**config.mk**
```make
export PLATFORM = sky130hd
export DESIGN_NAME = sgw_sched
export DESIGN_NICKNAME = d
export VERILOG_FILES = /design/src/rtl/sgw_pkg.sv /design/src/rtl/sgw_operand.sv /design/src/rtl/sgw_alloc.sv /design/src/rtl/sgw_select.sv /design/src/rtl/sgw_sched.sv
export SDC_FILE = /design/constraint.sdc
export NUM_CORES = 2
export LEC_CHECK = 0
export CORE_UTILIZATION = 50
export CTS_CLUSTER_SIZE = 8
export DETAILED_ROUTE_END_ITERATION = 10
export PLACE_DENSITY = 0.76
export RECOVER_POWER = 100
export SYNTH_ARGS = -nofsm -noshare
export SYNTH_HDL_FRONTEND = slang
export SYNTH_SLANG_ARGS = --single-unit
```
**constraint.sdc**
```tcl
create_clock -name clk -period 6.6 [get_ports clk]
set_input_delay 1.98 -clock clk [delete_from_list [all_inputs] [get_ports clk]]
set_output_delay 1.98 -clock clk [all_outputs]
set_load 0.05 [all_outputs]
```
**src/rtl/sgw_pkg.sv**
```systemverilog
package sgw_pkg;

    localparam int TAG_W = 6;
    localparam int LAT_W = 3;
    localparam int GP_N  = 2;

    typedef logic [TAG_W-1:0] tag_t;
    typedef logic [LAT_W-1:0] lat_t;

    // Per-operand wakeup state.
    typedef struct packed {
        logic             seen;     // sticky: parent tag observed
        logic             rdy;      // countdown expired, value available
        lat_t             cnt;      // remaining cycles to readiness
        logic [GP_N-1:0]  gp_seen;  // sticky: grandparent tag observed
    } opnd_t;

endpackage

```
**src/rtl/sgw_operand.sv**
```systemverilog
module sgw_operand
    import sgw_pkg::*;
#(
    parameter int BC_N = 2
) (
    input  logic                    load,
    input  logic                    ld_vld,
    input  tag_t                    ld_tag,
    input  logic [GP_N-1:0]         ld_gvld,
    input  tag_t [GP_N-1:0]         ld_gtag,
    input  opnd_t                   cur,
    input  tag_t                    cur_tag,
    input  tag_t [GP_N-1:0]         cur_gtag,
    input  logic                    multi,
    input  logic [BC_N-1:0]         bc_valid,
    input  tag_t [BC_N-1:0]         bc_tag,
    input  lat_t [BC_N-1:0]         bc_lat,
    output opnd_t                   nxt,
    output logic                    rdy,
    output logic                    spec
);

    always_comb begin
        opnd_t           base;
        tag_t            ptag;
        tag_t [GP_N-1:0] gtag;
        logic            hit;
        lat_t            hlat;

        if (load) begin
            base.seen    = 1'b0;
            base.rdy     = !ld_vld;
            base.cnt     = '0;
            base.gp_seen = ld_vld ? ~ld_gvld : '1;
            ptag         = ld_tag;
            gtag         = ld_gtag;
        end else begin
            base = cur;
            ptag = cur_tag;
            gtag = cur_gtag;
        end

        hit  = 1'b0;
        hlat = '0;
        for (int k = 0; k < BC_N; k++) begin
            if (!hit && bc_valid[k] && bc_tag[k] == ptag) begin
                hit  = 1'b1;
                hlat = bc_lat[k];
            end
        end

        nxt = base;
        if (!base.rdy) begin
            if (base.seen) begin
                if (base.cnt <= lat_t'(1)) begin
                    nxt.rdy = 1'b1;
                    nxt.cnt = '0;
                end else begin
                    nxt.cnt = base.cnt - lat_t'(1);
                end
            end else if (hit) begin
                nxt.seen    = 1'b1;
                nxt.gp_seen = '1;
                if (hlat <= lat_t'(1)) begin
                    nxt.rdy = 1'b1;
                end else begin
                    nxt.cnt = hlat - lat_t'(1);
                end
            end else begin
                for (int g = 0; g < GP_N; g++) begin
                    for (int k = 0; k < BC_N; k++) begin
                        if (bc_valid[k] && bc_tag[k] == gtag[g]) begin
                            nxt.gp_seen[g] = 1'b1;
                        end
                    end
                end
            end
        end
    end

    assign rdy  = cur.rdy;
    assign spec = cur.rdy | (!multi & (&cur.gp_seen));

endmodule

```
**src/rtl/sgw_alloc.sv**
```systemverilog
module sgw_alloc #(
    parameter int N_ENT = 8,
    localparam int IDX_W = (N_ENT > 1) ? $clog2(N_ENT) : 1
) (
    input  logic [N_ENT-1:0] busy,
    output logic             found,
    output logic [IDX_W-1:0] idx
);

    always_comb begin
        found = 1'b0;
        idx   = '0;
        for (int e = N_ENT - 1; e >= 0; e--) begin
            if (!busy[e]) begin
                found = 1'b1;
                idx   = IDX_W'(e);
            end
        end
    end

endmodule

```
**src/rtl/sgw_select.sv**
```systemverilog
module sgw_select #(
    parameter int N_ENT   = 8,
    parameter int ISSUE_W = 2,
    localparam int IDX_W  = (N_ENT > 1) ? $clog2(N_ENT) : 1,
    localparam int CNT_W  = $clog2(N_ENT + 1)
) (
    input  logic [N_ENT-1:0]                req,
    input  logic [N_ENT-1:0][N_ENT-1:0]     older,
    output logic [N_ENT-1:0]                gnt,
    output logic [ISSUE_W-1:0]              slot_vld,
    output logic [ISSUE_W-1:0][IDX_W-1:0]   slot_idx
);

    logic [N_ENT-1:0][CNT_W-1:0] rank;

    always_comb begin
        for (int i = 0; i < N_ENT; i++) begin
            rank[i] = '0;
            for (int j = 0; j < N_ENT; j++) begin
                rank[i] = rank[i] + CNT_W'(req[j] & older[i][j]);
            end
            gnt[i] = req[i] && (rank[i] < CNT_W'(ISSUE_W));
        end
    end

    always_comb begin
        for (int s = 0; s < ISSUE_W; s++) begin
            slot_vld[s] = 1'b0;
            slot_idx[s] = '0;
            for (int i = 0; i < N_ENT; i++) begin
                if (gnt[i] && rank[i] == CNT_W'(s)) begin
                    slot_vld[s] = 1'b1;
                    slot_idx[s] = IDX_W'(i);
                end
            end
        end
    end

endmodule

```
**src/rtl/sgw_sched.sv**
```systemverilog
module sgw_sched
    import sgw_pkg::*;
#(
    parameter int N_ENT   = 8,
    parameter int ISSUE_W = 2,
    parameter int SRC_N   = 2,
    parameter int BC_N    = 2
) (
    input  logic                          clk,
    input  logic                          rst_n,
    input  logic                          disp_valid,
    input  logic [TAG_W-1:0]              disp_dst,
    input  logic [SRC_N-1:0]              disp_src_vld,
    input  logic [SRC_N*TAG_W-1:0]        disp_src_tag,
    input  logic [SRC_N-1:0]              disp_src_multi,
    input  logic [SRC_N*GP_N-1:0]         disp_gp_vld,
    input  logic [SRC_N*GP_N*TAG_W-1:0]   disp_gp_tag,
    input  logic [BC_N-1:0]               bc_valid,
    input  logic [BC_N*TAG_W-1:0]         bc_tag,
    input  logic [BC_N*LAT_W-1:0]         bc_lat,
    output logic                          disp_ready,
    output logic [ISSUE_W-1:0]            iss_valid,
    output logic [ISSUE_W-1:0]            iss_confirm,
    output logic [ISSUE_W*TAG_W-1:0]      iss_tag
);

    localparam int IDX_W = (N_ENT > 1) ? $clog2(N_ENT) : 1;

    typedef struct packed {
        logic [N_ENT-1:0]                           vld;
        logic [N_ENT-1:0][N_ENT-1:0]                older;
        tag_t [N_ENT-1:0]                           dst;
        tag_t [N_ENT-1:0][SRC_N-1:0]                stag;
        logic [N_ENT-1:0][SRC_N-1:0]                multi;
        tag_t [N_ENT-1:0][SRC_N-1:0][GP_N-1:0]      gtag;
        opnd_t [N_ENT-1:0][SRC_N-1:0]               op;
        logic [ISSUE_W-1:0]                         iss_vld;
        logic [ISSUE_W-1:0]                         iss_conf;
        tag_t [ISSUE_W-1:0]                         iss_tag;
    } state_t;

    state_t state_q, state_d;

    logic                               ld_en;
    logic                               alloc_found;
    logic [IDX_W-1:0]                   ld_idx;
    logic [N_ENT-1:0]                   ld_sel;
    opnd_t [N_ENT-1:0][SRC_N-1:0]       op_nxt;
    logic [N_ENT-1:0][SRC_N-1:0]        op_rdy;
    logic [N_ENT-1:0][SRC_N-1:0]        op_spec;
    logic [N_ENT-1:0]                   req;
    logic [N_ENT-1:0]                   conf;
    logic [N_ENT-1:0]                   gnt;
    logic [N_ENT-1:0]                   freed;
    logic [ISSUE_W-1:0]                 slot_vld;
    logic [ISSUE_W-1:0][IDX_W-1:0]      slot_idx;

    // Entry allocation
    sgw_alloc #(.N_ENT(N_ENT)) u_alloc (
        .busy  (state_q.vld),
        .found (alloc_found),
        .idx   (ld_idx)
    );

    assign ld_en = disp_valid & alloc_found;

    // Wakeup stage: one tracker per entry operand
    for (genvar e = 0; e < N_ENT; e++) begin : g_ent
        assign ld_sel[e] = ld_en && (ld_idx == IDX_W'(e));
        for (genvar s = 0; s < SRC_N; s++) begin : g_src
            sgw_operand #(.BC_N(BC_N)) u_op (
                .load     (ld_sel[e]),
                .ld_vld   (disp_src_vld[s]),
                .ld_tag   (disp_src_tag[s*TAG_W +: TAG_W]),
                .ld_gvld  (disp_gp_vld[s*GP_N +: GP_N]),
                .ld_gtag  (disp_gp_tag[s*GP_N*TAG_W +: GP_N*TAG_W]),
                .cur      (state_q.op[e][s]),
                .cur_tag  (state_q.stag[e][s]),
                .cur_gtag (state_q.gtag[e][s]),
                .multi    (state_q.multi[e][s]),
                .bc_valid (bc_valid),
                .bc_tag   (bc_tag),
                .bc_lat   (bc_lat),
                .nxt      (op_nxt[e][s]),
                .rdy      (op_rdy[e][s]),
                .spec     (op_spec[e][s])
            );
        end
        assign req[e]   = state_q.vld[e] & (&op_spec[e]);
        assign conf[e]  = state_q.vld[e] & (&op_rdy[e]);
        assign freed[e] = gnt[e] & conf[e];
    end

    // Select stage: oldest-first, up to ISSUE_W grants
    sgw_select #(.N_ENT(N_ENT), .ISSUE_W(ISSUE_W)) u_sel (
        .req      (req),
        .older    (state_q.older),
        .gnt      (gnt),
        .slot_vld (slot_vld),
        .slot_idx (slot_idx)
    );

    always_comb begin
        state_d    = state_q;
        state_d.op = op_nxt;

        for (int s = 0; s < ISSUE_W; s++) begin
            state_d.iss_vld[s]  = slot_vld[s];
            state_d.iss_conf[s] = slot_vld[s] & conf[slot_idx[s]];
            state_d.iss_tag[s]  = slot_vld[s] ? state_q.dst[slot_idx[s]] : '0;
        end

        state_d.vld = state_q.vld & ~freed;

        if (ld_en) begin
            state_d.vld[ld_idx] = 1'b1;
            state_d.dst[ld_idx] = disp_dst;
            for (int s = 0; s < SRC_N; s++) begin
                state_d.stag[ld_idx][s]  = disp_src_tag[s*TAG_W +: TAG_W];
                state_d.multi[ld_idx][s] = disp_src_multi[s];
                for (int g = 0; g < GP_N; g++) begin
                    state_d.gtag[ld_idx][s][g] =
                        disp_gp_tag[(s*GP_N+g)*TAG_W +: TAG_W];
                end
            end
            for (int e = 0; e < N_ENT; e++) begin
                state_d.older[e][ld_idx] = 1'b0;
            end
            for (int e = 0; e < N_ENT; e++) begin
                state_d.older[ld_idx][e] = state_q.vld[e] & ~freed[e];
            end
        end
    end

    always_ff @(posedge clk) begin
        if (!rst_n) begin
            state_q <= '0;
        end else begin
            state_q <= state_d;
        end
    end

    assign disp_ready  = ~&state_q.vld;
    assign iss_valid   = state_q.iss_vld;
    assign iss_confirm = state_q.iss_conf;
    assign iss_tag     = state_q.iss_tag;

endmodule

```
# Word level (Yosys, flattened, before mapping)
# Index checks and enable logic that the tools add are counted.
# W data, S select, Z words.
[word_totals]
regBits = 552
latch_bits = 0
ramBits = 0
romBits = 0
input_bits = 73
output_inout_bits = 17
wordCells = 1207
n_memories = 0
[op_classes]
addsub = 88
multipliers = 0
div = 0
n_lt_le_gt_ge = 44
eq_ne = 111
n_shift = 0
mux = 446
n_bitwise = 153
reduce_logical = 224
[op_table]
columns = ["op", "n"]
rows = [
  ["$bwmux W192", 4],
  ["$eq A6 B6 Y1", 96],
  ["$bwmux W64", 8],
  ["$mux W424", 1],
  ["$demux W24 S3", 4],
  ["$mux W3", 81],
  ["$mux W7", 33],
  ["$add A4 B4 Y4", 56],
  ["$mux W12", 18],
  ["$bwmux W96", 2],
  ["$demux W8 S3", 8],
  ["$mux W1", 175],
  ["$logic_and A1 B1 Y1", 145],
  ["$mux W6", 22],
  ["$and A1 B1 Y1", 115],
  ["$le A3 B1 Y1 const B", 32],
  ["$sub A3 B1 Y3 const B", 32],
  ["$mux W5", 17],
  ["$mux W2", 40],
  ["$and A8 B8 Y8", 9],
  ["$demux W12 S3", 2],
  ["$mux W4", 17],
  ["$reduce_and A2 Y1", 34],
  ["$bwmux W48", 1],
  ["25 further kinds", 114],
]

# Logic depth before layout (Yosys ltp)
[depth]
depth_word = 27
mapped_depth = 24
depth_no_buf = 22

# Modules after synthesis
# Synthesis repeated with hierarchy kept, for this count alone.
[unflattened]
hier_cells = 4794
hier_area_um2 = 40113.5
[by_module_without_submodules]
columns = ["module", "n_inst", "cells_per_inst", "area_each_um2", "seq_area_each_um2"]
rows = [
  ["sgw_sched", 1, 2276, 20522.2, 11050.6],
  ["sgw_operand", 16, 141, 1099.8, 0.0],
  ["sgw_select", 1, 246, 1915.6, 0.0],
  ["sgw_alloc", 1, 16, 78.8, 0.0],
]

# Worst setup path after synthesis
# No wires, ideal clock.
[synth_timing]
path_type = "flip-flop to flip-flop"
startpoint = "register state_q[35] (netlist name)"
endpoint = "register state_q (netlist bit iss_tag[11])"
setup_time_ps = 169
arrival_ps = 5532
t_required_ps = 6431
setup_slack_ps = 899
path_stages_with_launch = 24
n_path_buf = 3
period_less_slack_ps = 5701
path_cell_list = "dfxtp_1 -> clkbuf_1 -> a31oi_1 -> nor3_2 -> and2_1 -> fa_1 -> inv_1 -> fa_1 -> fa_1 -> inv_1 -> ha_1 -> inv_1 -> fa_1 -> a2111oi_0 -> a21oi_1 -> nand3b_1 -> o21a_1 -> buf_2 -> a21oi_1 -> buf_2 -> mux2_2 -> mux4_2 -> nor2_1 -> a211oi_1"
[synth_between]
elab_chain_cells = 23
elab_cells_between_ends = 117
cone_classes = "add/sub: 56; order compare: 8; eq/ne: 8; mux: 17; bitwise: 10; reduce/logical: 18"
[synth_lines]
columns = ["item", "line", "source"]
rows = [
  ["start: declaration", "sgw_sched.sv:42", "state_t state_q, state_d;"],
  ["start signal: assignment", "sgw_sched.sv:139", "state_q <= state_d;"],
  ["$or A1 B1 Y1 (*)", "sgw_operand.sv:82", "assign spec = cur.rdy | (!multi & (&cur.gp_seen));"],
  ["$reduce_and A2 Y1 (*)", "sgw_sched.sv:89", "assign req[e] = state_q.vld[e] & (&op_spec[e]);"],
  ["$and A1 B1 Y1 (*)", "sgw_sched.sv:89", ""],
  ["$and A1 B1 Y1", "sgw_select.sv:20", "rank[i] = rank[i] + CNT_W'(req[j] & older[i][j]);"],
  ["$add A4 B4 Y4 (7 in a row)", "sgw_select.sv:20", ""],
  ["$lt A4 B2 Y1", "sgw_select.sv:22", "gnt[i] = req[i] && (rank[i] < CNT_W'(ISSUE_W));"],
  ["$logic_and A1 B1 Y1", "sgw_select.sv:22", ""],
  ["$logic_and A1 B1 Y1", "sgw_select.sv:31", "if (gnt[i] && rank[i] == CNT_W'(s)) begin"],
  ["$mux W1", "sgw_select.sv:31", ""],
  ["$mux W2 or $mux W1 (tied branches) (2 in a row)", "sgw_select.sv:31", ""],
  ["$mux W3 or $mux W1 (tied branches) (4 in a row)", "sgw_select.sv:31", ""],
  ["$bmux W6 S3 or $mux W1 (tied branches)", "sgw_sched.sv:110, sgw_select.sv:31", ""],
  ["$mux W6 (implied by the code) or $reduce_and A2 Y1 (tied branches)", "n/a", ""],
]
# Mark *: on every way between the ends. The rest lies on a longest branch, timed or not. The select of a mux whose other input is x is not followed.
# A chain may end at the register's enable or synchronous reset.

# Worst setup path after layout
[layout_timing]
startpoint = "input disp_valid"
endpoint = "register state_q[102] (netlist name)"
[layout_between]
elab_chain_cells = 15
elab_cells_between_ends = 23
cone_classes = "add/sub: 2; order compare: 2; eq/ne: 2; mux: 11; bitwise: 1; reduce/logical: 5"
[layout_lines]
columns = ["item", "line", "source"]
rows = [
  ["start: declaration", "sgw_sched.sv:11", "input logic disp_valid,"],
  ["$and A1 B1 Y1 (*)", "sgw_sched.sv:65", "assign ld_en = disp_valid & alloc_found;"],
  ["$logic_and A1 B1 Y1 (*)", "sgw_sched.sv:69", "assign ld_sel[e] = ld_en && (ld_idx == IDX_W'(e));"],
  ["$mux W6", "sgw_operand.sv:30", "if (load) begin"],
  ["$eq A6 B6 Y1", "sgw_operand.sv:46", "if (!hit && bc_valid[k] && bc_tag[k] == ptag) begin"],
  ["$logic_and A1 B1 Y1", "sgw_operand.sv:46", ""],
  ["$mux W1", "sgw_operand.sv:46", ""],
  ["$logic_not A1 Y1", "sgw_operand.sv:46", ""],
  ["$logic_and A1 B1 Y1 (2 in a row)", "sgw_operand.sv:46", ""],
  ["$mux W3", "sgw_operand.sv:46", ""],
  ["$sub A3 B1 Y3 or $le A3 B1 Y1 (tied branches)", "sgw_operand.sv:67, sgw_operand.sv:64", ""],
  ["$mux W3", "sgw_operand.sv:64", "if (hlat <= lat_t'(1)) begin"],
  ["$mux W5", "sgw_operand.sv:61", "end else if (hit) begin"],
  ["$mux W4", "sgw_operand.sv:54", "if (base.seen) begin"],
  ["$mux W7 (*)", "sgw_operand.sv:53", "if (!base.rdy) begin"],
]
# Mark *: on every way between the ends. The rest lies on a longest branch, timed or not.

==> summary.md <==
| Metric | Value |
|---|---|
| Status | `complete, but fails checks` |
| Failing checks | `capacitance limit, slew limit` |
| CP Capture Type | `flop` |
| Total Power | `a little over 8 mW` |
| Final Non-Filler Cells | `5234` |
| P per Cell Area | `211 nW/um^2` |
| Clk slew on worst S/H paths | `0.05 ns` |
| Setup Crit Path Kind | `input pin to flop` |
| Die W | `around 270 um` |
| Cells after synthesis | `4333` |
| Max_cap viols | `10` |
| DRT iter0 DRCs | `3575` |
| Slowest CP cell | `clkbuf_1` |
| Number of synthesized flops with an enable pin | `0` |
| Routed wire length | `124000 um` |
| CP bufs+invs | `3` |
| Commonest non-fill, non-tap cell in the layout | `dfxtp_1` |
| Hpwl dp | `82700 um` |
| Share of layout cells above drive strength 1 | `0.0774` |
| Vias in the first global route | `31483` |
| Max_slew headroom | `-0.734` |
| Worst setup margin | `approximately 0.20 ns` |
| Area of the multi-input gates | `22200 um^2` |
| Ys flop type | `dfxtp_1` |
| Total number of vias | `32824` |
| Post-DRT Antenna Nets | `0` |
| Ports | `90` |
| CTS max path bufs | `3` |
| Placer congestion estimate | `between 0.9 and 1` |
| Hold Buf Count CTS | `0` |
| PortBufs | `89` |
| DR pass1 iterations | `6` |
| All-Layer GR Usage | `0.341` |
| Crit path max-delay family | `compound AO/OA/AOI/OAI gates` |
| Commonest cells after routing, fill and taps aside | `dfxtp_1 (552), nor2_1 (522), nand2_1 (480), xnor2_1 (415), a21oi_1 (285)` |
| Synthesized Nets | `4526` |
| Layout area overhead | `9.75%` |
| Die area | `71900 um^2` |
| Setup TNS Final | `0 ns` |
| # H-tree levels | `3` |
| CP Launch Type | `input pin` |
| Crit path largest cell delay | `0.79 ns` |
| Core area | `70000 um^2` |
| Final net count | `approximately 4500` |
| Slew Viols, Final | `438` |
| Largest net degree at the start of global routing | `140` |
| CTS tree | `built` |
| Tmin final | `around 6.4 ns` |
| Mapped Area | `35400 um^2` |
| Grt total ovfl | `0` |
| Skew final | `~0.034 ns` |
| TritonCTS buffer count | `79` |
| # placed instances | `between 5000 and 6000` |
| Synth unique cells | `110` |
| DRC violation count after routing | `0` |
| Wire per inst | `23.6 um` |
| Via density | `6.27` |
| Register area | `11100 um^2` |
| Fraction of registers with async set or reset after synthesis | `0` |
| Post-Syn Area per Cell | `8.17 um^2` |
| Seq/Total Area, Yosys | `0.312` |
| Final hold violations | `0` |
| Starting Density | `0.506` |
| Clock root buffer | `clkbuf_16` |
| CP arrival | `6.87 ns` |
| Leak | `15.7 nW` |
| Final setup viols | `0` |
| Period utilization | `0.970` |
| Peak VDD IR | `around 0.00022 V` |
| Ys Warns | `0` |
| Unrepaired setup endpoints after global routing | `false` |
| Min-Delay Path Class | `flop to flop` |
| Filler Cells Inserted | `between 6000 and 7000` |
| Initial antenna violation count | `9` |
| First-pass GRT wire length | `187000 um` |
| Critical Path Fanout Max | `19` |
| Clk_lat worst skew | `0.64 ns` |
| Clock sink count | `552` |
| #FFs+latches synth | `552` |
| Achievable Freq | `156 MHz` |
| Most frequent CP cell | `nor2_1` |
| Worst slew pin tran | `about 2.6 ns` |
| Crit path required time | `7.07 ns` |
| Critical path, cell by cell | `clkdlybuf4s50_1, and3_1, and3_1, nand3_2, clkbuf_1, a2111o_1, a22oi_1, buf_4, o31ai_1, ha_1, nor2_1, nor2_1, o31ai_1, mux2i_1, a21oi_1, nor2_1` |
| Setup WS pre-CTS | `0.331 ns` |
| Row cnt | `97` |
| Die height | `268 um` |
-- layout make-up --
cell class                      count  share of cell area
Antenna cell                        5            0.000322
Tap cell                          940              0.0303
Sequential cell                   552               0.284
Clock buffer                       82              0.0512
Multi-Input combinational cell   3287               0.572
Clock inverter                      8             0.00364
Inverter                          146              0.0142
Timing Repair Buffer              214              0.0439
-- final timing paths --
path | end | from | cells after the start | slack, ns
setup / recovery | state_q[102] | disp_valid | 16 | 0.20
hold / removal | flop | flop | 2 | 0.46
setup reg to reg | iss_tag[6] | state_q[31] | 21 | 0.48
hold reg to reg | flop | flop | 2 | 0.46
-- per-stage QoR --
stage / util / cell area, um^2 / hold slack, ns
final: 0.555 / 38900 / 0.455
after global routing: 0.555 / 38800 / 0.471
after CTS: 0.558 / 39000 / 0.453
after detailed placement: 0.527 / 36900 / 0.445
after global placement: 0.527 / 36900 / 0.441
after floorplan: - / 35400 / 0.431
-- power breakdown --
part	switching, mW	internal (mW)
Clock	1.56	2.14
Sequential	0.0384	3.40
Combinational	0.688	0.366
-- logic make-up after synthesis --
logic type | count (synthesis) | synth area share
and+or+nand+nor | 1477 | 0.194
adders and majority gates | 120 | 0.0492
muxes | 347 | 0.106
AOI/OAI and AO/OA | 798 | 0.145
xor gates and xnor gates | 545 | 0.135
DFF | 552 | 0.312
buffers and inverters | 494 | 0.0590
-- Yosys cell counts, types with 11 or more instances --
cell type	count	share of area
a22oi_1	23	0.0049
or4_1	14	0.0030
nor3_1	49	0.0069
a22o_1	11	0.0027
nor2_1	524	0.056
a221oi_1	11	0.0027
nand3_1	80	0.011
and2_1	41	0.0072
a31oi_1	30	0.0053
dfxtp_1	552	0.31
nor2b_1	15	0.0027
o21ai_0	134	0.019
mux2_2	41	0.013
fa_1	32	0.018
inv_1	141	0.015
a211oi_1	35	0.0074
a21oi_1	283	0.040
o221ai_1	12	0.0030
nand2b_1	19	0.0034
clkbuf_1	198	0.021
mux4_2	15	0.0095
ha_1	88	0.031
buf_4	34	0.0072
nand4_1	68	0.012
o22ai_1	26	0.0046
xnor2_1	415	0.10
nor4_1	69	0.012
mux2i_1	283	0.080
o31ai_1	30	0.0064
o21ai_1	15	0.0021
buf_2	51	0.0072
xor2_1	130	0.032
and3_1	38	0.0067
a21o_1	22	0.0047
buf_1	57	0.0060
o211ai_1	20	0.0042
o21a_1	13	0.0028
nand2_1	479	0.051
-- tightest hold or removal path: stages, from the launching register on --
cell,delay (ns)
dfxtp_1,0.30
nand2_1,0.05
a21oi_1,0.05
-- repair_timing --
action                                  CTS  global route
setup buffers                             0             0
endpoints found under the setup margin    0             1
resized for setup                         0             1
hold endpoints to repair                  0             0
-- routing by layer --
| layer | part of all wire | GRT usage | routed length (um) |
|---|---|---|---|
| met1 | 0.38 | 0.427 | 47500 |
| met2 | 0.44 | 0.536 | 54500 |
| met3 | 0.11 | 0.0657 | 13000 |
| met4 | 0.070 | 0.219 | 8660 |
| met5 | 0.00069 | 0 | 86 |
No activity file was read; power rests on OpenSTA's default activity.
